[config.mk]
export PLATFORM = sky130hd
export DESIGN_NAME = mdio_mgmt
export DESIGN_NICKNAME = d
export VERILOG_FILES = /design/src/rtl/mdio_pkg.sv /design/src/rtl/mdio_clkgen.sv /design/src/rtl/mdio_shifter.sv /design/src/rtl/mdio_regfile.sv /design/src/rtl/mdio_mgmt.sv
export SDC_FILE = /design/constraint.sdc
export NUM_CORES = 1
export LEC_CHECK = 0
export CORE_ASPECT_RATIO = 2
export CORE_MARGIN = 1.5
export CORE_UTILIZATION = 52
export CTS_CLUSTER_SIZE = 25
export DETAILED_ROUTE_END_ITERATION = 8
export PLACE_DENSITY_LB_ADDON = 0.2
export SYNTH_ARGS = -nofsm -noshare
export SYNTH_HDL_FRONTEND = slang
export SYNTH_SLANG_ARGS = --single-unit
[constraint.sdc]
create_clock -name clk -period 1.5 [get_ports clk]
set_input_delay 0.375 -clock clk [delete_from_list [all_inputs] [get_ports clk]]
set_output_delay 0.375 -clock clk [all_outputs]
set_load 0.1 [all_outputs]
[src/rtl/mdio_pkg.sv]
package mdio_pkg;
  localparam int ADDR_W    = 5;
  localparam int DATA_W    = 16;
  localparam int FRAME_LEN = 64;
  localparam int PRE_LEN   = 32;
  localparam int TA_POS    = 46;
  localparam int RX_POS    = 48;
  localparam int IDX_W     = $clog2(FRAME_LEN);

  typedef struct packed {
    logic [ADDR_W-1:0] phy;
    logic [ADDR_W-1:0] regn;
  } mgmt_target_t;

  // Whole frame image, bit FRAME_LEN-1 goes out first.
  function automatic logic [FRAME_LEN-1:0] build_frame(input logic rd,
                                                       input mgmt_target_t t,
                                                       input logic [DATA_W-1:0] d);
    logic [1:0]        op;
    logic [1:0]        ta;
    logic [DATA_W-1:0] pay;
    op  = rd ? 2'b10 : 2'b01;
    ta  = rd ? 2'b11 : 2'b10;
    pay = rd ? {DATA_W{1'b1}} : d;
    return {{PRE_LEN{1'b1}}, 2'b01, op, t.phy, t.regn, ta, pay};
  endfunction
endpackage

[src/rtl/mdio_clkgen.sv]
module mdio_clkgen #(
  parameter int CLK_DIV = 8
) (
  input  logic clk,
  input  logic rst_n,
  input  logic run,
  output logic mdc,
  output logic rise_tk,
  output logic fall_tk
);
  localparam int HALF = (CLK_DIV < 2) ? 1 : CLK_DIV / 2;

  logic mdc_q;
  logic edge_now;

  generate
    if (HALF == 1) begin : g_fast
      assign edge_now = run;
    end else begin : g_cnt
      localparam int CW = $clog2(HALF);
      logic [CW-1:0] cnt_q;
      always_ff @(posedge clk or negedge rst_n) begin
        if (!rst_n)                              cnt_q <= '0;
        else if (!run || cnt_q == CW'(HALF - 1)) cnt_q <= '0;
        else                                     cnt_q <= cnt_q + 1'b1;
      end
      assign edge_now = run && (cnt_q == CW'(HALF - 1));
    end
  endgenerate

  always_ff @(posedge clk or negedge rst_n) begin
    if (!rst_n)        mdc_q <= 1'b0;
    else if (!run)     mdc_q <= 1'b0;
    else if (edge_now) mdc_q <= ~mdc_q;
  end

  assign mdc     = mdc_q;
  assign rise_tk = edge_now && !mdc_q;
  assign fall_tk = edge_now && mdc_q;
endmodule

[src/rtl/mdio_shifter.sv]
module mdio_shifter
  import mdio_pkg::*;
(
  input  logic              clk,
  input  logic              rst_n,
  input  logic              start,
  input  logic              op_rd,
  input  mgmt_target_t      tgt,
  input  logic [DATA_W-1:0] wdata,
  input  logic              rise_tk,
  input  logic              fall_tk,
  input  logic              mdio_i,
  output logic              busy,
  output logic              is_rd,
  output logic [IDX_W-1:0]  bit_idx,
  output logic              done,
  output logic [DATA_W-1:0] rx_word,
  output logic              mdio_o,
  output logic              mdio_oe
);
  logic [FRAME_LEN-1:0] sh_q;
  logic [IDX_W-1:0]     idx_q;
  logic                 busy_q;
  logic                 rd_q;
  logic [DATA_W-1:0]    rx_q;
  logic                 last_bit;

  assign last_bit = (idx_q == IDX_W'(FRAME_LEN - 1));
  assign done     = busy_q && fall_tk && last_bit;

  always_ff @(posedge clk or negedge rst_n) begin
    if (!rst_n) begin
      sh_q   <= '1;
      idx_q  <= '0;
      busy_q <= 1'b0;
      rd_q   <= 1'b0;
      rx_q   <= '0;
    end else if (!busy_q) begin
      if (start) begin
        sh_q   <= build_frame(op_rd, tgt, wdata);
        idx_q  <= '0;
        busy_q <= 1'b1;
        rd_q   <= op_rd;
      end
    end else begin
      if (rise_tk && rd_q && idx_q >= IDX_W'(RX_POS))
        rx_q <= {rx_q[DATA_W-2:0], mdio_i};
      if (fall_tk) begin
        if (last_bit) busy_q <= 1'b0;
        else          idx_q  <= idx_q + 1'b1;
        sh_q <= {sh_q[FRAME_LEN-2:0], 1'b1};
      end
    end
  end

  assign busy    = busy_q;
  assign is_rd   = rd_q;
  assign bit_idx = idx_q;
  assign rx_word = rx_q;
  assign mdio_o  = busy_q ? sh_q[FRAME_LEN-1] : 1'b1;
  assign mdio_oe = busy_q && !(rd_q && idx_q >= IDX_W'(TA_POS));
endmodule

[src/rtl/mdio_regfile.sv]
module mdio_regfile
  import mdio_pkg::*;
(
  input  logic              clk,
  input  logic              rst_n,
  input  logic              reg_wr,
  input  logic              reg_sel,
  input  logic [DATA_W-1:0] reg_wdata,
  input  logic              busy,
  input  logic              is_rd,
  input  logic              done,
  input  logic [DATA_W-1:0] rx_word,
  output logic              start,
  output logic              op_rd,
  output mgmt_target_t      tgt_next,
  output mgmt_target_t      tgt,
  output logic [DATA_W-1:0] data,
  output logic [DATA_W-1:0] reg_rdata
);
  mgmt_target_t      tgt_q;
  logic [DATA_W-1:0] data_q;
  logic              ctrl_ok;

  assign ctrl_ok       = reg_wr && !reg_sel && !busy;
  assign tgt_next.phy  = reg_wdata[13:9];
  assign tgt_next.regn = reg_wdata[8:4];
  assign op_rd         = reg_wdata[0];
  assign start         = ctrl_ok && (reg_wdata[0] || reg_wdata[1]);

  always_ff @(posedge clk or negedge rst_n) begin
    if (!rst_n)       tgt_q <= '0;
    else if (ctrl_ok) tgt_q <= tgt_next;
  end

  always_ff @(posedge clk or negedge rst_n) begin
    if (!rst_n)                 data_q <= '0;
    else if (done && is_rd)     data_q <= rx_word;
    else if (reg_wr && reg_sel) data_q <= reg_wdata;
  end

  assign tgt       = tgt_q;
  assign data      = data_q;
  assign reg_rdata = reg_sel ? data_q
                             : {2'b00, tgt_q.phy, tgt_q.regn, 2'b00,
                                busy && !is_rd, busy && is_rd};
endmodule

[src/rtl/mdio_mgmt.sv]
module mdio_mgmt
  import mdio_pkg::*;
#(
  parameter int CLK_DIV = 8
) (
  input  logic        clk,
  input  logic        rst_n,
  input  logic        reg_wr,
  input  logic        reg_sel,
  input  logic [15:0] reg_wdata,
  output logic [15:0] reg_rdata,
  output logic        mdc,
  output logic        mdio_o,
  output logic        mdio_oe,
  input  logic        mdio_i
);
  logic              frm_busy, frm_rd, frm_done, frm_start, frm_op_rd;
  logic              rise_tk, fall_tk;
  logic [IDX_W-1:0]  frm_idx;
  logic [DATA_W-1:0] rx_word, data_q;
  mgmt_target_t      tgt_next, tgt_q;

  mdio_regfile regs_i (
    .clk, .rst_n, .reg_wr, .reg_sel, .reg_wdata,
    .busy(frm_busy), .is_rd(frm_rd), .done(frm_done), .rx_word,
    .start(frm_start), .op_rd(frm_op_rd), .tgt_next, .tgt(tgt_q),
    .data(data_q), .reg_rdata
  );

  mdio_clkgen #(.CLK_DIV(CLK_DIV)) clk_i (
    .clk, .rst_n, .run(frm_busy), .mdc, .rise_tk, .fall_tk
  );

  mdio_shifter frame_i (
    .clk, .rst_n, .start(frm_start), .op_rd(frm_op_rd), .tgt(tgt_next),
    .wdata(data_q), .rise_tk, .fall_tk, .mdio_i,
    .busy(frm_busy), .is_rd(frm_rd), .bit_idx(frm_idx), .done(frm_done),
    .rx_word, .mdio_o, .mdio_oe
  );
endmodule

==> impl_results.md, run 1 <==
* Result of the run: finished, violations left
* Violations in the final reports: negative setup slack
* Via density per instance at 6.55
* Global Route Usage Sum at 0.354
* Dominant combinational cell family by area after synthesis: simple AND/OR/NAND/NOR gates
* Adder and majority cell fraction of the synthesized area at 0.00476
* Leak at 3.79 nW
* Largest vdd supply drop at ~970 µV
* Worst-skew pair later-pin latency at 0.43 ns
* Total global routing overflow at 0
* Xor and xnor fraction of the mapped netlist area at 0.00333
* CTS root buffer: clkbuf_16
* Worst Path Arrival at 1.53 ns
* Area inside the core boundary at 0.00976 mm²
* Sw Ratio at 0.274
* Maximum number of pins on one net before global-route repair at 55
* Combinational share of power at 0.146
* Minimum setup slack after placement at -0.559 ns
* Number of fill cells in the layout at 382
* Number of nets with antenna violations after detailed routing at 0
* Highest clock frequency the design can meet at approximately 530 MHz
* Compound-gate portion of the synthesized area at 0.135
* Commonest cells post-synth: nand2_1 (96), dfstp_2 (64), o21ai_0 (54)
* Critical path data required time at 1.12 ns
* Initial DRC count at about 420
* Routed vias at ~5200
* Number of iterations in the first detailed-routing pass at 7
* Cell Count, Final, Fillers Out at 794
* Largest area contributor in the synthesized netlist: dfstp_2
* Post-detail-place hpwl at 8790 µm
* Async SR Flop Fraction at 1.00
* Overall die width at 74.1 µm
* H-Tree Depth at 4
* Setup repair after global routing missed its margin: true
* Vias in the first global route at 5113
* Least-Margin Pin Slew at 0.413 ns
* Ranking of synthesized cells by area: dfstp_2 (32%), dfrtp_1 (25%), mux2_2 (7.5%)
* Final Net Count at ~670
* Net Sw Power at 0.00234 W
* Setup ws final at -0.404 ns
* Endpoints failing setup at 130
* Count of port buffers added during placement at 39
* Final Routed Wirelength at 21800 µm
* Final clock skew at roughly 0.028 ns
* Layout cell share with drive strength beyond 1 at 0.630
* Instance count of the mapped netlist at 504
* Number of placed instances, taps included at 687
* Sequential share of power at 0.388
* Cell-internal power at slightly above 0.006 W
* Final period utilization at 1.27
* Register-to-Register Path Depth at 8
* Standard-cell rows at 51
* Antenna fix cells at 0
* Area share of the largest cell type after synthesis at 0.320
* Count of distinct cell types in the synthesized netlist at just over 40
* Starting Density at 0.539
* Min Clock Period, post-route at 1.90 ns
* CTS Buffer Depth at 2
* Final Max Slew Viols at 0
* Placer Congestion at just under 0.9
* Clock input transition at the sequential cells of the worst setup and hold paths at around 0.060 ns
* Seq/Total Area, Yosys at 0.572
* Class of the most critical hold timing path: input port to asynchronous set/reset pin
* Critical path endpoint category: output port
* Final hold violation count at 0
* Pwr/cell area at 980 mW/mm²
* Die height at 145 µm
* Total nets after synthesis at 527
* Clock tree from TritonCTS: yes
* CTS Sinks at roughly 120
* Commonest register cell after synthesis: dfstp_2
* Utilization after layout at 0.894
* Post-synthesis to final-layout area growth at 65.9%
* Most numerous cell in the Yosys netlist: nand2_1
* Clock buffers created by TritonCTS at 17
* Total negative slack for setup checks at -29.39 ns
* Routed length per placed instance at 27.4 µm
* Basic-gate share of the synthesized area counting and, or, nand and nor cells at 0.136
* MaxCap Viol Count at 0
* Number of flops mapped to enable cells by yosys at 0
* Part of the power in the clock network at 0.467
* Post-Syn Area at 0.00526 mm²
* Average instance area after synthesis at 10.4 µm²
* Io pins at 40
* Worst-path fanout max at 4
* Mux cell area share after synthesis at 0.107
* Max-Slew Margin vs Limit at 0.725
* Worst setup path category: flip-flop to output port
* Antenna violations before repair at 0
* Flops & latches, synth at between 100 and 150
* Total number of yosys warnings at 0
* Die area at around 0.011 mm²
* Global-route wire length before repair at 27700 µm
* Critical Path Source Type: flip-flop
* Remaining routing DRC violations at 0
layer usage:
metal	vias to the layer above	global-route usage	routed length, µm
li1	2059	-	-
met1	2616	0.368	6910
met2	360	0.606	11600
met3	166	0.0847	1270
met4	0	0.222	1960
met5	-	0	0
worst max-delay path, cell delays in order (launching register included):
cell,delay [ns]
dfrtp_2,0.45
buf_6,0.15
inv_8,0.04
o31ai_4,0.25
buf_12,0.22
cell usage in the layout (no fill, tap or decap), types with 7 or more instances in the layout:
| cell type | Yosys | routed |
|---|---|---|
| buf_12 | 0 | 38 |
| dfstp_2 | 64 | 64 |
| mux2_4 | 0 | 36 |
| nand2_1 | 96 | 76 |
| nand2_2 | 0 | 12 |
| clkdlybuf4s50_1 | 0 | 18 |
| nand2_4 | 0 | 7 |
| a211oi_2 | 0 | 8 |
| o22ai_1 | 26 | 18 |
| clkbuf_16 | 0 | 23 |
| a21oi_1 | 23 | 19 |
| mux2i_1 | 16 | 16 |
| o21ai_2 | 0 | 45 |
| buf_6 | 6 | 21 |
| dfrtp_1 | 53 | 51 |
| nor2_1 | 36 | 19 |
| o22ai_2 | 0 | 8 |
| buf_4 | 2 | 71 |
| nor2_2 | 0 | 11 |
registers in the layout, indices dropped and copies added, names as in the netlist:
signal / flops
clk_i.g_cnt.cnt_q: 2
frame_i.bit_idx: 6
clk_i.mdc: 1
frame_i.is_rd: 1
regs_i.tgt: 10
frame_i.busy: 1
frame_i.sh_q: 64
frame_i.rx_word: 16
regs_i.data: 16
power by group through the flow:
stage               Sequential (W)  Clock, W  Combinational (W)
floorplan                  0.00334         0           0.000571
global placement           0.00336         0           0.000987
detailed placement         0.00337         0           0.000998
CTS                        0.00330   0.00393            0.00115
global route               0.00332   0.00415            0.00128
finish                     0.00332   0.00399            0.00125
metrics by stage:
stage	cell area, µm²	hold slack (ns)	power [W]
after floorplan	5470	0.0794	0.00391
after global routing	8730	0.362	0.00875
after global placement	6400	0.230	0.00435
final	8730	0.334	0.00855
after detailed placement	6400	0.229	0.00436
after CTS	8020	0.339	0.00838
path summary, 6_finish.rpt:
path	from	end	slack [ns]
setup / recovery	frame_i.busy	reg_rdata[1]	-0.40
min in group clk	frame_i.sh_q[57]	frame_i.sh_q[58]	0.47
max in group asynchronous	rst_n	frame_i.sh_q[0]	0.56
hold reg to reg	frame_i.sh_q[57]	frame_i.sh_q[58]	0.47
hold / removal	rst_n	clk_i.mdc	0.33
setup reg to reg	frame_i.busy	frame_i.sh_q[43]	-0.37
what timing repair did:
item,in CTS,in global routing
gates cloned,11,6
pin swaps,61,62
setup buffers,35,32
resized for setup,188,122
hold buffers,1,0
setup endpoints to repair,119,133
hold endpoints to repair,3,0
final cells by class:
cell class | instances | area [µm²] | area share
sequential | 117 | 3010 | 0.345
multi-input combinational | 346 | 2860 | 0.328
clock inverter | 14 | 136 | 0.0156
timing repair buffer | 166 | 2110 | 0.242
tap | 132 | 165 | 0.0189
clock buffer | 18 | 429 | 0.0492
inverter | 1 | 11.3 | 0.00129
kinds of logic (layout without fill, tap and decap cells):
logic type / Yosys count / count (layout)
muxes: 52 / 52
xor gates and xnor gates: 2 / 2
buffers and inverters: 41 / 199
adders and majority gates: 2 / 2
DFF: 117 / 117
AOI/OAI and AO/OA: 124 / 124
and+or+nand+nor: 166 / 166
(Power assumes the default switching activity.)
==> run 2: changes to the inputs <==
- CAP_MARGIN: not set -> 20
- RECOVER_POWER: not set -> 50
==> run 2 against run 1 <==
  * The run still ends with negative setup slack left
  * Routed wire length hardly changed
  * Sequential share of layout area is 0.069 points higher
  * Global-route usage stayed put
  * Via count is 0.15% lower
  * Sequential power hardly changed
  * Combinational power hardly changed
  * Worst setup slack hardly changed
  * Core utilization is 0.18 points lower
  * Non-clock buffer count stayed put
  * Register-to-register slack hardly changed
  * Fmax hardly changed
  * Critical path depth stayed put
==> impl_results.md, run 2 (synthesized netlist as in run 1, its figures left out) <==
* Minimum hold slack at 0.469 ns (was 0.334 ns)
* Final Net Count at 672 (unchanged)
* Placer Congestion at 0.870 (unchanged)
* Cell-internal power at 0.00620 W (was 0.00621 W)
* Standard-cell rows at 51 (unchanged)
* CTS Sinks at 117 (unchanged)
* Count of port buffers added during placement at 39 (unchanged)
* MaxCap Viol Count at 0 (unchanged)
* Number of iterations in the first detailed-routing pass at 5 (was 7)
* Worst-path fanout max at 4 (unchanged)
* Clock input transition at the sequential cells of the worst setup and hold paths at 0.06 ns (about the same)
* Vias in the first global route at 5113 (unchanged)
* Post-synthesis to final-layout area growth at 65.5% (was 65.9%)
* CTS Buffer Depth at 2 (unchanged)
* Global Route Usage Sum at 0.354 (unchanged)
* Combinational share of power at 0.145 (was 0.146)
* Die height at 145 µm (unchanged)
* Area inside the core boundary at 0.00976 mm² (unchanged)
* Layout cell share with drive strength beyond 1 at 0.628 (was 0.630)
* Endpoints failing setup at 130 (unchanged)
* Worst-skew pair later-pin latency at 0.43 ns (about the same)
* Critical R2R Capture: frame_i.sh_q[43] (unchanged)
* Register with the most flip-flops: frame_i.sh_q (unchanged)
* Antenna violations before repair at 0 (unchanged)
* Least-Margin Pin Slew at 0.689 ns (was 0.413 ns)
* Critical Path Source Type: flip-flop (unchanged)
* CTS root buffer: clkbuf_16 (unchanged)
* Die area at 0.0108 mm² (unchanged)
* Min Clock Period, post-route at 1.90 ns (about the same)
* Max-Slew Margin vs Limit at 0.541 (was 0.725)
* Setup repair after global routing missed its margin: true (unchanged)
* Launch point of the critical path: frame_i.busy (unchanged)
* Most common cell after layout, fill and taps aside: nand2_1 (unchanged)
* Register-to-Register Path Depth at 8 (unchanged)
* Routed vias at 5193 (was 5201)
* Final hold violation count at 0 (unchanged)
* Number of nets with antenna violations after detailed routing at 0 (unchanged)
* Worst setup path category: flip-flop to output port (unchanged)
* Total global routing overflow at 0 (unchanged)
* Final Routed Wirelength at 21800 µm (about the same)
* Critical path endpoint category: output port (unchanged)
* Clock tree from TritonCTS: yes (unchanged)
* Via density per instance at 6.54 (was 6.55)
* Maximum number of pins on one net before global-route repair at 55 (unchanged)
* Result of the run: finished, violations left (unchanged)
* Part of the power in the clock network at 0.467 (about the same)
* Io pins at 40 (unchanged)
* Violations in the final reports: negative setup slack (unchanged)
* Hold path depth at 2
* Final clock skew at 0.0234 ns (was 0.0275 ns)
* Sw Ratio at 0.274 (about the same)
* Net Sw Power at 0.00234 W (about the same)
* Worst setup endpoint: reg_rdata[1] (unchanged)
* Post-detail-place hpwl at 8790 µm (unchanged)
* Class of the most critical hold timing path: flip-flop to flip-flop (was input port to asynchronous set/reset pin)
* Worst Path Arrival at 1.53 ns (about the same)
* Global-route wire length before repair at 27700 µm (unchanged)
* Reg-to-reg critical path startpoint: frame_i.busy (unchanged)
* Final period utilization at 1.27 (about the same)
* Starting Density at 0.539 (unchanged)
* Highest clock frequency the design can meet at 525 MHz (about the same)
* Pwr/cell area at 980 mW/mm² (about the same)
* Leak at 3.78 nW (was 3.79 nW)
* Antenna fix cells at 0 (unchanged)
* Final Max Slew Viols at 0 (unchanged)
* Remaining routing DRC violations at 0 (unchanged)
* Routed length per placed instance at 27.4 µm (about the same)
* Sequential share of power at 0.388 (about the same)
* Setup ws final at -0.404 ns (about the same)
* Initial DRC count at 488 (was 417)
* H-Tree Depth at 4 (unchanged)
* Critical path data required time at 1.12 ns (about the same)
* Largest vdd supply drop at 971 µV (was 970 µV)
* Flip-flop count of the largest register, all copies and words added at 64 (unchanged)
* Clock buffers created by TritonCTS at 17 (unchanged)
* Top library cells by usage in the layout, fill and taps aside: nand2_1 (76), buf_4 (69), dfstp_2 (64) (was nand2_1 (76), buf_4 (71), dfstp_2 (64))
* Register-to-register setup slack at -0.37 ns (about the same)
* Overall die width at 74.1 µm (unchanged)
* Minimum setup slack after placement at -0.559 ns (unchanged)
## run 2: worst min path at each step
stage | slack, ns | end | startpoint
floorplan | 0.08 | clk_i.g_cnt.cnt_q[0] | rst_n
global placement | 0.23 | clk_i.g_cnt.cnt_q[0] | rst_n
detailed placement | 0.23 | clk_i.g_cnt.cnt_q[1] | rst_n
CTS | 0.34 | clk_i.mdc | rst_n
global route | 0.48 | frame_i.sh_q[53] | frame_i.sh_q[52]
finish | 0.47 | frame_i.sh_q[53] | frame_i.sh_q[52]
## run 2: critical path, cell delays in order (launching register included)
cell,delay [ns]
dfrtp_2,0.45
buf_6,0.15
inv_8,0.04
o31ai_4,0.26
buf_12,0.22
## run 2: per-stage QoR
step	power (W)	cell area (µm²)	utilization	TNS (ns)	cells
after global routing	0.00874	8710	0.892	-34.24	794
after detailed placement	0.00436	6400	0.656	-47.27	687
after floorplan	0.00391	5470	-	-1.85	504
final	0.00854	8710	0.892	-29.79	794
after CTS	0.00838	8020	0.821	-22.25	766
after global placement	0.00435	6400	0.656	-44.44	687
## run 2: final cells by class
type	count	area (µm²)
flip-flops and latches	117	3010
multi-input cells	346	2860
repair buffers	166	2090
fillers	383	1050
clock buffers	18	429
well taps	132	165
clock inverters	14	136
inverters	1	11.3
## run 2: power groups by stage
stage / clock network (W) / registers (W) / logic [W]
final: 0.00399 / 0.00332 / 0.00124
after global routing: 0.00415 / 0.00332 / 0.00127
after CTS: 0.00393 / 0.00330 / 0.00115
after detailed placement: 0 / 0.00337 / 0.000998
after global placement: 0 / 0.00336 / 0.000987
after floorplan: 0 / 0.00334 / 0.000571
## run 2: repair_timing
item	CTS	global route
gates cloned	11	6
buffers inserted	35	32
setup endpoints to repair	119	133
hold buffers	1	0
gates resized for setup	188	122
endpoints found under the hold margin	3	0
pin swaps	61	62
## run 2: layer usage
metal,vias up,part of all wire,GRT usage
li1,2059,-,-
met1,2612,0.32,0.368
met2,362,0.53,0.606
met3,160,0.063,0.0847
met4,0,0.089,0.222
met5,-,0,0
==> run 3: changes to the inputs <==
--- a/config.mk
+++ b/config.mk
@@ -10,5 +10,4 @@
 export CORE_MARGIN = 1.5
 export CORE_UTILIZATION = 52
-export CTS_CLUSTER_SIZE = 25
 export DETAILED_ROUTE_END_ITERATION = 8
 export PLACE_DENSITY_LB_ADDON = 0.2
==> constraint.sdc (replaced) <==
create_clock -name clk -period 1.5 [get_ports clk]
set_input_delay 0.375 -clock clk [delete_from_list [all_inputs] [get_ports clk]]
set_output_delay 0.375 -clock clk [all_outputs]
set_load 0.05 [all_outputs]
==> run 3 against run 2 <==
  * The flow still finishes with violations (negative setup slack)
  * Register-to-register slack gained 0.03 ns
  * Critical endpoint is now regs_i.data[0]
  * Via count down 3.3%
  * Worst setup slack better by 0.066 ns
  * Clock power fell by 4%
  * Critical path depth up 3
  * Hold slack worse by 0.027 ns
  * Largest cell class unchanged
==> impl_results.md, run 3 (synthesized netlist as in run 1, its figures left out) <==
* Area inside the core boundary at 0.00976 mm² (unchanged)
* Critical Path Source Type: flip-flop (unchanged)
* Critical R2R Capture: regs_i.data[0] (was frame_i.sh_q[43])
* Worst setup path category: flip-flop to flip-flop (was flip-flop to output port)
* Final period utilization at 1.23 (was 1.27)
* Post-detail-place hpwl at 8240 µm (was 8790 µm)
* Worst-path fanout max at 16 (was 4)
* Slowest cell on the critical path: dfrtp_1 (was dfrtp_2)
* Launch point of the critical path: frame_i.bit_idx[1] (was frame_i.busy)
* Final Routed Wirelength at 21200 µm (was 21800 µm)
* Io pins at 40 (unchanged)
* Result of the run: finished, violations left (unchanged)
* Pwr/cell area at 969 mW/mm² (was 980 mW/mm²)
* Flip-flop count of the largest register, all copies and words added at 64 (unchanged)
* Final Max Slew Viols at 0 (unchanged)
* Placer Congestion at 0.812 (was 0.870)
* Clock buffers created by TritonCTS at 17 (unchanged)
* Top library cells by usage in the layout, fill and taps aside: nand2_1 (79), dfstp_2 (64), dfrtp_1 (50), buf_4 (50), o21ai_2 (47) (was nand2_1 (76), buf_4 (69), dfstp_2 (64))
* Leak at 3.65 nW (was 3.78 nW)
* Count of port buffers added during placement at 39 (unchanged)
* Critical path endpoint category: flip-flop (was output port)
* CTS Buffer Depth at 2 (unchanged)
* Standard-cell rows at 51 (unchanged)
* Register-to-register setup slack at -0.34 ns (was -0.37 ns)
* Routed vias at 5023 (was 5193)
* Clock input transition at the sequential cells of the worst setup and hold paths at 0.06 ns (about the same)
* Final Net Count at 647 (was 672)
* Antenna fix cells at 0 (unchanged)
* Largest incremental delay on the critical path at 0.41 ns (was 0.45 ns)
* Utilization after layout at 0.858 (was 0.892)
* Worst setup endpoint: regs_i.data[0] (was reg_rdata[1])
* Setup repair after global routing missed its margin: true (unchanged)
* Least-Margin Pin Slew at 0.596 ns (was 0.689 ns)
* Max-Slew Margin vs Limit at 0.603 (was 0.541)
* Remaining routing DRC violations at 0 (unchanged)
* Die area at 0.0108 mm² (unchanged)
* H-Tree Depth at 4 (unchanged)
* Worst-skew pair later-pin latency at 0.43 ns (about the same)
* Register with the most flip-flops: frame_i.sh_q (unchanged)
* Total global routing overflow at 0 (unchanged)
* Worst Path Arrival at 2.13 ns (was 1.53 ns)
* Vias in the first global route at 4975 (was 5113)
* Violations in the final reports: negative setup slack (unchanged)
* Number of nets with antenna violations after detailed routing at 0 (unchanged)
* Register-to-Register Path Depth at 7 (was 8)
* Highest clock frequency the design can meet at 544 MHz (was 525 MHz)
* Maximum number of pins on one net before global-route repair at 38 (was 55)
* Post-synthesis to final-layout area growth at 59.2% (was 65.5%)
* MaxCap Viol Count at 0 (unchanged)
* Die height at 145 µm (unchanged)
* Via density per instance at 6.53 (was 6.54)
* Endpoints failing setup at 128 (was 130)
* Minimum setup slack after placement at -0.572 ns (was -0.559 ns)
* Reg-to-reg critical path startpoint: frame_i.bit_idx[1] (was frame_i.busy)
* Overall die width at 74.1 µm (unchanged)
* Final hold violation count at 0 (unchanged)
* CTS root buffer: clkbuf_16 (unchanged)
* Largest vdd supply drop at 1070 µV (was 971 µV)
* Final clock skew at 0.0160 ns (was 0.0234 ns)
* Global-route wire length before repair at 27300 µm (was 27700 µm)
* CTS Sinks at 117 (unchanged)
* Class of the most critical hold timing path: flip-flop to flip-flop (unchanged)
* Layout cell share with drive strength beyond 1 at 0.595 (was 0.628)
* Initial DRC count at 472 (was 488)
* Clock tree from TritonCTS: yes (unchanged)
* Critical path data required time at 1.79 ns (was 1.12 ns)
* Routed length per placed instance at 27.5 µm (was 27.4 µm)
* Most common cell after layout, fill and taps aside: nand2_1 (unchanged)
* Setup ws final at -0.339 ns (was -0.404 ns)
* Number of iterations in the first detailed-routing pass at 6 (was 5)
* Global Route Usage Sum at 0.344 (was 0.354)
* Min Clock Period, post-route at 1.84 ns (was 1.90 ns)
* Starting Density at 0.539 (unchanged)
* Antenna violations before repair at 0 (unchanged)
* Series of cell instances along the critical path: buf_4 -> ha_2 -> and3_2 -> nand3_4 -> buf_12 -> nor2_1 -> a21oi_1 (was buf_6 -> inv_8 -> o31ai_4 -> buf_12)
-- run 3: report_power, final --
part	switching, W	internal [W]	total (W)	leakage, nW
combinational	0.000507	0.000459	0.000966	2.06
clock	0.00148	0.00235	0.00383	0.259
sequential	0.0000655	0.00325	0.00332	1.34
-- run 3: area by class of cell --
type,count,area [µm²]
Clock buffer,27,483
Clock inverter,5,52.6
Fill cell,433,1390
Inverter,1,6.26
Multi-Input combinational cell,346,2800
Sequential cell,117,3010
Tap cell,132,165
Timing Repair Buffer,141,1850
-- run 3: worst min path at each step --
stage | startpoint | end | slack (ns) | cells after the start
final | clk_i.g_cnt.cnt_q[0] | clk_i.g_cnt.cnt_q[0] | 0.44 | 1
after global routing | clk_i.g_cnt.cnt_q[0] | clk_i.g_cnt.cnt_q[0] | 0.47 | 1
after CTS | rst_n | regs_i.tgt[4] | 0.40 | 2
after detailed placement | rst_n | regs_i.tgt[5] | 0.30 | 1
after global placement | rst_n | regs_i.tgt[5] | 0.29 | 1
after floorplan | rst_n | clk_i.g_cnt.cnt_q[0] | 0.08 | 0
-- run 3: timing repair --
item | in CTS | in global routing
resized for setup | 160 | 127
cloned | 12 | 7
hold buffers | 1 | 0
endpoints found under the hold margin | 3 | 0
setup endpoints to repair | 114 | 129
pin swaps | 45 | 62
buffers inserted | 27 | 16
-- run 3: stage by stage --
stage / TNS, ns / hold WS (ns) / total power (W) / area (µm²) / std cells
final: -20.25 / 0.442 / 0.00812 / 8380 / 769
after global routing: -23.09 / 0.472 / 0.00829 / 8380 / 769
after CTS: -5.12 / 0.400 / 0.00791 / 7820 / 749
after detailed placement: -47.61 / 0.297 / 0.00406 / 6190 / 680
after global placement: -44.37 / 0.291 / 0.00405 / 6190 / 680
after floorplan: -0.0689 / 0.0794 / 0.00371 / 5370 / 504
-- run 3: worst max-delay path: cells and delay by family (launching register included) --
family	cells	cell delay, ns
AOI/OAI and AO/OA	1	0.10
and+or+nand+nor	3	0.67
DFF	1	0.41
buffers and inverters	2	0.33
adders and majority gates	1	0.18
-- run 3: layer usage --
| layer | global-route usage | vias up | share of wire |
|---|---|---|---|
| li1 | - | 2013 | - |
| met1 | 0.404 | 2538 | 0.34 |
| met2 | 0.558 | 336 | 0.51 |
| met3 | 0.0764 | 136 | 0.067 |
| met4 | 0.200 | 0 | 0.084 |
| met5 | 0 | - | 0 |
